$ cat config.mk
export PLATFORM = sky130hd
export DESIGN_NAME = serial_burst_regwriter
export DESIGN_NICKNAME = d
export VERILOG_FILES = /design/src/rtl/serw_pkg.sv /design/src/rtl/serw_sync.sv /design/src/rtl/serw_frame.sv /design/src/rtl/serw_regbank.sv /design/src/rtl/serial_burst_regwriter.sv
export SDC_FILE = /design/constraint.sdc
export NUM_CORES = 1
export LEC_CHECK = 0
export ABC_CLOCK_PERIOD_IN_PS = 3200
export BUFFER_PORTS_ARGS = -buffer_cell sky130_fd_sc_hd__buf_2
export CORE_AREA = 2 2 345 347
export DETAILED_ROUTE_END_ITERATION = 7
export DIE_AREA = 0 0 347 349
export GPL_TIMING_DRIVEN = 0
export PLACE_DENSITY = 0.48
export REMOVE_ABC_BUFFERS = 1
export SETUP_SLACK_MARGIN = 0.2
export SYNTH_ARGS = -nofsm -noshare
export SYNTH_HDL_FRONTEND = slang
export SYNTH_SLANG_ARGS = --single-unit
$ cat constraint.sdc
create_clock -name clk -period 3.2 [get_ports clk]
set_clock_uncertainty 0.2 [all_clocks]
set_input_delay 0.64 -clock clk [delete_from_list [all_inputs] [get_ports clk]]
set_output_delay 0.64 -clock clk [all_outputs]
set_load 0.01 [all_outputs]
$ cat src/rtl/serw_pkg.sv
package serw_pkg;
  localparam int ADDR_W = 7;
  localparam int DATA_W = 8;
  typedef logic [ADDR_W-1:0] addr_t;
  typedef logic [DATA_W-1:0] byte_t;

  // pointer step: anything at or past the last index wraps to zero
  function automatic addr_t next_addr(input addr_t a, input int last);
    return (int'(a) >= last) ? '0 : addr_t'(a + addr_t'(1));
  endfunction

  // write permission for an address
  function automatic logic addr_ok(input addr_t a, input int n, input int sa, input int sb);
    return (int'(a) < n) && (int'(a) != sa) && (int'(a) != sb);
  endfunction
endpackage

$ cat src/rtl/serw_sync.sv
module serw_sync #(
  parameter int W = 1,
  parameter logic [W-1:0] RST_VAL = '0
) (
  input  logic         clk,
  input  logic         rst_n,
  input  logic [W-1:0] d_async,
  output logic [W-1:0] d_sync
);
  logic [W-1:0] meta_q, sync_q;

  always_ff @(posedge clk or negedge rst_n) begin
    if (!rst_n) begin
      meta_q <= RST_VAL;
      sync_q <= RST_VAL;
    end else begin
      meta_q <= d_async;
      sync_q <= meta_q;
    end
  end

  assign d_sync = sync_q;
endmodule

$ cat src/rtl/serw_frame.sv
module serw_frame
  import serw_pkg::*;
#(
  parameter int NUM_REGS = 80,
  parameter int SKIP_A   = 14,
  parameter int SKIP_B   = 49
) (
  input  logic  clk,
  input  logic  rst_n,
  input  logic  cs_s,
  input  logic  sclk_s,
  input  logic  sdat_s,
  output logic  wr_stb,
  output addr_t wr_addr,
  output byte_t wr_data
);
  localparam int LAST = NUM_REGS - 1;

  logic        sclk_d;
  logic [6:0]  sh_q;
  logic [2:0]  bit_idx;
  logic        hdr_done;
  logic        rw_q;
  addr_t       cur_addr;

  // named events
  wire sclk_rise = sclk_s & ~sclk_d;
  wire take_bit  = sclk_rise & ~cs_s;
  wire hdr_end   = take_bit & ~hdr_done & (bit_idx == 3'd7);
  wire byte_done = take_bit & hdr_done & (bit_idx == 3'd7);
  wire byte_keep = byte_done & rw_q & addr_ok(cur_addr, NUM_REGS, SKIP_A, SKIP_B);

  always_ff @(posedge clk or negedge rst_n) begin
    if (!rst_n) begin
      sclk_d   <= 1'b0;
      sh_q     <= '0;
      bit_idx  <= '0;
      hdr_done <= 1'b0;
      rw_q     <= 1'b0;
      cur_addr <= '0;
      wr_stb   <= 1'b0;
      wr_addr  <= '0;
      wr_data  <= '0;
    end else begin
      sclk_d <= sclk_s;
      wr_stb <= byte_keep;
      if (cs_s) begin
        bit_idx  <= '0;
        hdr_done <= 1'b0;
      end else if (take_bit) begin
        sh_q    <= {sh_q[5:0], sdat_s};
        bit_idx <= bit_idx + 3'd1;
        if (hdr_end) begin
          hdr_done <= 1'b1;
          rw_q     <= sh_q[6];
          cur_addr <= {sh_q[5:0], sdat_s};
        end
        if (byte_done) begin
          cur_addr <= next_addr(cur_addr, LAST);
          if (byte_keep) begin
            wr_addr <= cur_addr;
            wr_data <= {sh_q, sdat_s};
          end
        end
      end
    end
  end


  stb_one_cycle_chk: assert property (@(posedge clk) disable iff (!rst_n)
    wr_stb |=> !wr_stb);

  no_stb_after_cs_high_chk: assert property (@(posedge clk) disable iff (!rst_n)
    cs_s |=> !wr_stb);

  ptr_in_range_chk: assert property (@(posedge clk) disable iff (!rst_n)
    byte_done |=> (int'(cur_addr) < NUM_REGS));

  read_frame_silent_chk: assert property (@(posedge clk) disable iff (!rst_n)
    (byte_done && !rw_q) |=> !wr_stb);
endmodule

$ cat src/rtl/serw_regbank.sv
module serw_regbank
  import serw_pkg::*;
#(
  parameter int NUM_REGS = 80,
  parameter int SKIP_A   = 14,
  parameter int SKIP_B   = 49
) (
  input  logic  clk,
  input  logic  rst_n,
  input  logic  we,
  input  addr_t waddr,
  input  byte_t wdata,
  input  addr_t raddr,
  output byte_t rdata
);
  byte_t regs [NUM_REGS];
  logic [NUM_REGS-1:0] hit;

  for (genvar g = 0; g < NUM_REGS; g++) begin : g_dec
    assign hit[g] = we && (int'(waddr) == g);
  end

  always_ff @(posedge clk or negedge rst_n) begin
    if (!rst_n) begin
      for (int i = 0; i < NUM_REGS; i++) regs[i] <= '0;
    end else begin
      for (int i = 0; i < NUM_REGS; i++)
        if (hit[i]) regs[i] <= wdata;
    end
  end

  always_comb begin
    rdata = '0;
    for (int i = 0; i < NUM_REGS; i++)
      if (int'(raddr) == i) rdata = regs[i];
  end


  no_protected_write_chk: assert property (@(posedge clk) disable iff (!rst_n)
    we |-> (int'(waddr) != SKIP_A && int'(waddr) != SKIP_B));

  protected_stable_chk: assert property (@(posedge clk) disable iff (!rst_n)
    $stable(regs[SKIP_A]) && $stable(regs[SKIP_B]));

  write_in_bank_chk: assert property (@(posedge clk) disable iff (!rst_n)
    we |-> (int'(waddr) < NUM_REGS));
endmodule

$ cat src/rtl/serial_burst_regwriter.sv
module serial_burst_regwriter
  import serw_pkg::*;
#(
  parameter int NUM_REGS = 80,
  parameter int SKIP_A   = 14,
  parameter int SKIP_B   = 49
) (
  input  logic       clk,
  input  logic       pwr_dn_n,
  input  logic       cs_n,
  input  logic       sclk,
  input  logic       sdata,
  input  logic [6:0] rd_addr,
  output logic [7:0] rd_data,
  output logic       wr_stb,
  output logic [6:0] wr_addr,
  output logic [7:0] wr_data
);
  logic [2:0] pins_s;

  serw_sync #(.W(3), .RST_VAL(3'b100)) u_sync (
    .clk     (clk),
    .rst_n   (pwr_dn_n),
    .d_async ({cs_n, sclk, sdata}),
    .d_sync  (pins_s)
  );

  serw_frame #(.NUM_REGS(NUM_REGS), .SKIP_A(SKIP_A), .SKIP_B(SKIP_B)) u_frame (
    .clk     (clk),
    .rst_n   (pwr_dn_n),
    .cs_s    (pins_s[2]),
    .sclk_s  (pins_s[1]),
    .sdat_s  (pins_s[0]),
    .wr_stb  (wr_stb),
    .wr_addr (wr_addr),
    .wr_data (wr_data)
  );

  serw_regbank #(.NUM_REGS(NUM_REGS), .SKIP_A(SKIP_A), .SKIP_B(SKIP_B)) u_bank (
    .clk   (clk),
    .rst_n (pwr_dn_n),
    .we    (wr_stb),
    .waddr (wr_addr),
    .wdata (wr_data),
    .raddr (rd_addr),
    .rdata (rd_data)
  );


  cleared_in_powerdown_chk: assert final (pwr_dn_n || rd_data == 8'h00);
endmodule

* Word-level counts from Yosys, hierarchy flattened
Cells that the tools add are included.
** Storage, ports and cells
- Latch bits :: 0
- Input port bits :: 12
- Word-level logic and storage cells :: 447
- Memories kept :: 0
- Output and inout port bits :: 24
- Flip-flop bits (word level) :: 682
- Bits in writable memories :: 0
- Bits in read-only memories :: 0
** Cells by class
- Divide/modulo/power cells :: 0
- Add/sub/neg operators :: 2
- Bitwise gates (word level) :: 11
- Equal/unequal tests :: 161
- Order comparisons :: 2
- Shifts and indexed selects :: 0
- Reductions and logical operators :: 92
- Multipliers :: 0
- Muxes and demuxes :: 88
** Operators by type and width (number)
- equality test 7 bit (second input constant) :: 96
- 2-to-1 mux 8 bit :: 80
- equality test 7 x 6 -> 1 bit (second input constant) :: 32
- equality test 7 x 5 -> 1 bit (second input constant) :: 16
- logical AND 1 bit :: 82
- equality test 7 x 4 -> 1 bit (second input constant) :: 8
- equality test 7 x 3 -> 1 bit (second input constant) :: 4
- 2-to-1 mux 7 bit :: 3
- equality test 7 x 2 -> 1 bit (second input constant) :: 2
- zero test 7 bit :: 2
- AND 1 bit :: 8
- adder 7 x 1 -> 7 bit (second input constant) :: 1
- greater-or-equal comparator 7 bit (second input constant) :: 1
- < comparator 7 bit (second input constant) :: 1
- != test 7 x 5 -> 1 bit (second input constant) :: 1
- != test 7 bit (second input constant) :: 1
- 2-to-1 mux 3 bit :: 2
- AND reduction 3 bit :: 2
- nonzero test 2 bit :: 3
- AND reduction 2 bit :: 2
- AND reduction 4 bit :: 1
- adder 3 x 1 -> 3 bit (second input constant) :: 1
- equality test 3 bit (second input constant) :: 1
- 2-to-1 mux 1 bit :: 3
- inverter 1 bit :: 3

* Logic depth before layout (Yosys ltp)
- Depth in word-level cells :: 81
- Gate-level depth with buffers :: 13
- Gate-level depth less buffers :: 8

* Cells and area by module
A second synthesis with hierarchy kept.
** Second synthesis, totals
- Cells, all modules :: 2881
- Area, all modules :: 33698.6 µm²
** By module, submodules not included
- serw_regbank :: sequential area each 16015.4 µm², instances 1, cells an instance 2741, area each 31873.1 µm²
- serw_frame :: sequential area each 900.9 µm², instances 1, cells an instance 134, area each 1672.9 µm²
- serw_sync :: sequential area each 152.6 µm², instances 1, cells an instance 6, area each 152.6 µm²

* Worst setup path after synthesis
OpenSTA, ideal clock, no wires.
- Path kind :: input -> output
- From :: input rd_addr[2]
- To :: output rd_data[6]
- Stages :: 10
- Required time :: 2.360 ns
- Setup slack :: -0.064 ns
- Data arrival time :: 2.424 ns
- Buffers on the path :: 2
- Path through :: buf_6 buf_6 or4b_4 nor2_1 nand2_1 nand4_1 a211oi_1 a2111oi_0 o21ai_1 a2bb2oi_1
** On the way
- Cells in the longest elaborated chain, start to end :: 81
- Elaborated cells on any way between the ends :: 160
- Classes of those cells :: 79 x eq/ne; 80 x mux; 1 x reduce/logical
** Ends and longest elaborated chain
- start: declaration :: line serial_burst_regwriter.sv:13 : input logic [6:0] rd_addr,
- zero test 7 bit :: line serw_regbank.sv:35 : if (int'(raddr) == i) rdata = regs[i];
- 2-to-1 mux 8 bit (79 in series) :: line serw_regbank.sv:35
- 2-to-1 mux 8 bit (*) :: line serw_regbank.sv:35
- end: declaration :: line serial_burst_regwriter.sv:14 : output logic [7:0] rd_data,
Mark *: on every way between the ends. The rest lies on a longest branch, timed or not.

* Worst setup path in the final report
- From :: input rd_addr[2]
- To :: output rd_data[5]
Same word-level chain as after synthesis.

==> qor.yml <==
status: "complete, but fails checks"
violations: "setup timing"
worstPathArrival_ps: 3370
totalWireLength_um: 159000
synthMuxAreaShare_pct: 24.1
syn_avg_cell_area_um2: 11.7
reg2reg_to: "u_bank.regs[57]$_DFFE_PN0P_"
crit_chain: "buf_16 -> buf_16 -> buf_12 -> and2_2 -> nand2_1 -> a2111oi_1 -> nor4_2 -> nand2_1 -> a2111oi_4 -> o21ai_4 -> a21oi_4 -> buf_2"
start_kind: "primary input"
power_density_nw_per_um2: 465
p_leak_uw: 0.0196
worst_path_max_delay_cell: "a2111oi_1"
antenna_found_initial: 6
fin_crit_sh_pct: 132
synth_top_family_by_area: "multiplexers"
clock_latency_ps: 660
drc_errors: 0
drt-vias-per-instance: 6.03
irDropWorstVdd_mv: 0.355
cts_tree: "built"
synth_ff_type: "dfrtp_1"
dr.pass1.iters: 6
p_int_uw: 14800
ant_nets: 0
ys_seq_elements: 682
p_sw_uw: 5190
r2r-start: "u_frame.wr_addr[1]$_DFFE_PN0P_"
max_slew_margin_pct: 27.7
worst-setup-path-type: "in -> out"
pwr-share-comb_pct: 10.0
clk_pin_slew_ps: 60
areaGrowthSynthToFinish_pct: 26.8
grtUsageTotal_pct: 25.8
synth.yosys.warnings: 0
synthSimpleGateAreaFrac_pct: 7.88
hold_violations: 0
synth_edf_count: 0
cp_max_fo: 12
syn-cell-area_um2: 33900
grt_setup_unrepaired: "yes"
critPathRequiredTime_ps: 2360
grt_pass1_vias: 27200
drive_gt1_share_pct: 44.0
dieArea_um2: 121000
p_sw_share_pct: 26.0
final.setup.tns_ps: -7830
num_vias: 28000
cpPeakStageDelay_ps: 720
die_w_um: 347
yosysSeqAreaShare_pct: 50.3
hold_slack_ps: 150
netlist_instances: 2906
clock_tree.buffer_depth: 3
r2r_slack_ps: 120
slew_viol_final: 0
clockPowerShare_pct: 46.4
setup_slack_ps: -1010
power_frac_seq_pct: 43.5
synth.distinct_cells: 97
layout_commonest_cell: "mux2_2"
routedWlPerCell_um: 34.3
numCtsBuffers: 77
finalSetupViolCount: 8
fmax_mhz: 237
overflow: 0
hpwlAfterDp_um: 90900
drv_cap: 0
min_period_ps: 4210
design_area_um2: 43000
rr_worst_depth: 3
cts_sinks: 682
rows: 126
root_buffer: "clkbuf_16"
ioPinCount: 36
cp-end-kind: "primary output"
crit_path_end: "rd_data[5]"
critPathLaunch: "rd_addr[2]"
async_flop_share_pct: 100
initialDrtViolationCount: 3394
synth_xor_xnor_area_share_pct: 0.0738
synth_compound_area_share_pct: 13.6
fin_nets: 3066
cts_max_level: 3
fp.dieH_um: 349
hp-class: "reg -> reg"
start_util_pct: 28.9
worstMarginPinSlew_ps: 1080
synthAdderAreaFrac_pct: 0.185
grt_start_max_net_pins: 115
coreArea_um2: 117000
post-place-ws_ps: -3360
gp_congestion: 0.871
final_cell_mix: "675 x mux2_2, 670 x dfrtp_1, 162 x buf_4"
grt_first_pass_wirelength_um: 222000
portBuffers: 35
placed_cell_area_um2: 35900
[how the worst min path moves through the flow]
stage | from | endpoint | slack [ps] | cells past startpoint
after floorplan | u_sync.meta_q[0]$_DFF_PN0_ | u_sync.d_sync[0]$_DFF_PN0_ | 130 | 0
after global routing | u_sync.meta_q[0]$_DFF_PN0_ | u_sync.d_sync[0]$_DFF_PN0_ | 150 | 0
after detailed placement | u_sync.meta_q[0]$_DFF_PN0_ | u_sync.d_sync[0]$_DFF_PN0_ | 140 | 0
after global placement | u_sync.meta_q[0]$_DFF_PN0_ | u_sync.d_sync[0]$_DFF_PN0_ | 130 | 0
final | u_sync.meta_q[0]$_DFF_PN0_ | u_sync.d_sync[0]$_DFF_PN0_ | 150 | 0
after CTS | u_sync.meta_q[0]$_DFF_PN0_ | u_sync.d_sync[0]$_DFF_PN0_ | 150 | 0
[stage by stage]
step,total power (uW),util (%),instances
2_1_floorplan,9290,-,2651
3_3_place_gp,10100,29.6,4222
3_5_place_dp,10200,30.6,4266
4_1_cts,20000,36.2,4620
5_1_grt,20500,36.6,4639
6_report,20000,36.6,4640
[repair_timing]
item                                    in CTS  in global routing
cloned                                      35                  2
gates resized for setup                    329                 52
endpoints found under the setup margin     293                155
endpoints found under the hold margin       73                  0
pin swaps                                   89                 31
setup buffers                              182                 17
hold buffers                                 4                  0
[worst max-delay path: cells and delay by family]
family / cells / cell delay, ps
buffers and inverters: 4 / 640
AO/OA/AOI/OAI: 4 / 1130
AND/OR/NAND/NOR: 4 / 930
[state kept, by name (all words and copies together) (netlist names)]
name / flops
u_frame.sh_q: 7
u_bank.regs: 640
u_frame.wr_stb: 1
u_frame.wr_addr: 7
u_frame.cur_addr: 7
u_sync.d_sync: 3
u_frame.sclk_d: 1
u_frame.hdr_done: 1
u_sync.meta_q: 3
u_frame.bit_idx: 3
u_frame.wr_data: 8
u_frame.rw_q: 1
[power groups by stage]
stage                     logic, uW  clock network [uW]  registers (uW)
final                          2000                9280            8710
after detailed placement       1310                   0            8870
after floorplan                 446                   0            8850
after global routing           2040                9710            8710
after global placement         1230                   0            8870
after CTS                      1890                9380            8710
[routing by layer]
metal | share of wire [%] | GRT usage (%) | vias to the layer above
met5 | 0.041 | 0 | -
met1 | 41 | 34.7 | 14700
met4 | 6.8 | 14.8 | 10
li1 | - | - | 11200
met3 | 9.4 | 5.37 | 447
met2 | 43 | 38.4 | 1650
[area by class of cell]
type	instances	area, um^2
diodes	1	2.50
fillers	11400	74500
clock buffers	117	2300
flip-flops and latches	682	17100
well taps	1536	1920
repair buffers	309	3970
multi-input cells	1962	17300
clock inverters	16	253
inverters	17	96.3
[synth_stat cells (29+ instances only)]
| cell type | count | area (um^2) |
|---|---|---|
| o22ai_1 | 62 | 388 |
| a21oi_1 | 150 | 751 |
| dfrtp_1 | 680 | 17000 |
| mux2i_1 | 41 | 410 |
| buf_2 | 66 | 330 |
| nor2_1 | 153 | 574 |
| a221oi_1 | 32 | 280 |
| mux2_2 | 675 | 7600 |
| o21ai_0 | 146 | 731 |
| nand3_1 | 35 | 175 |
| a22oi_1 | 32 | 240 |
| o211ai_1 | 31 | 233 |
| nor3_1 | 29 | 145 |
| clkbuf_1 | 142 | 533 |
| nand2_1 | 159 | 597 |
[cells by family (layout without fill, tap and decap cells)]
| group | count (synthesis) | in the layout |
|---|---|---|
| mux | 726 | 726 |
| other cells | 0 | 1 |
| simple gates | 524 | 534 |
| flops | 682 | 682 |
| compound gates | 695 | 695 |
| xor+xnor | 2 | 2 |
| buf+inv | 272 | 459 |
| fa+ha+maj | 5 | 5 |
No activity file was read; power rests on OpenSTA's default activity.
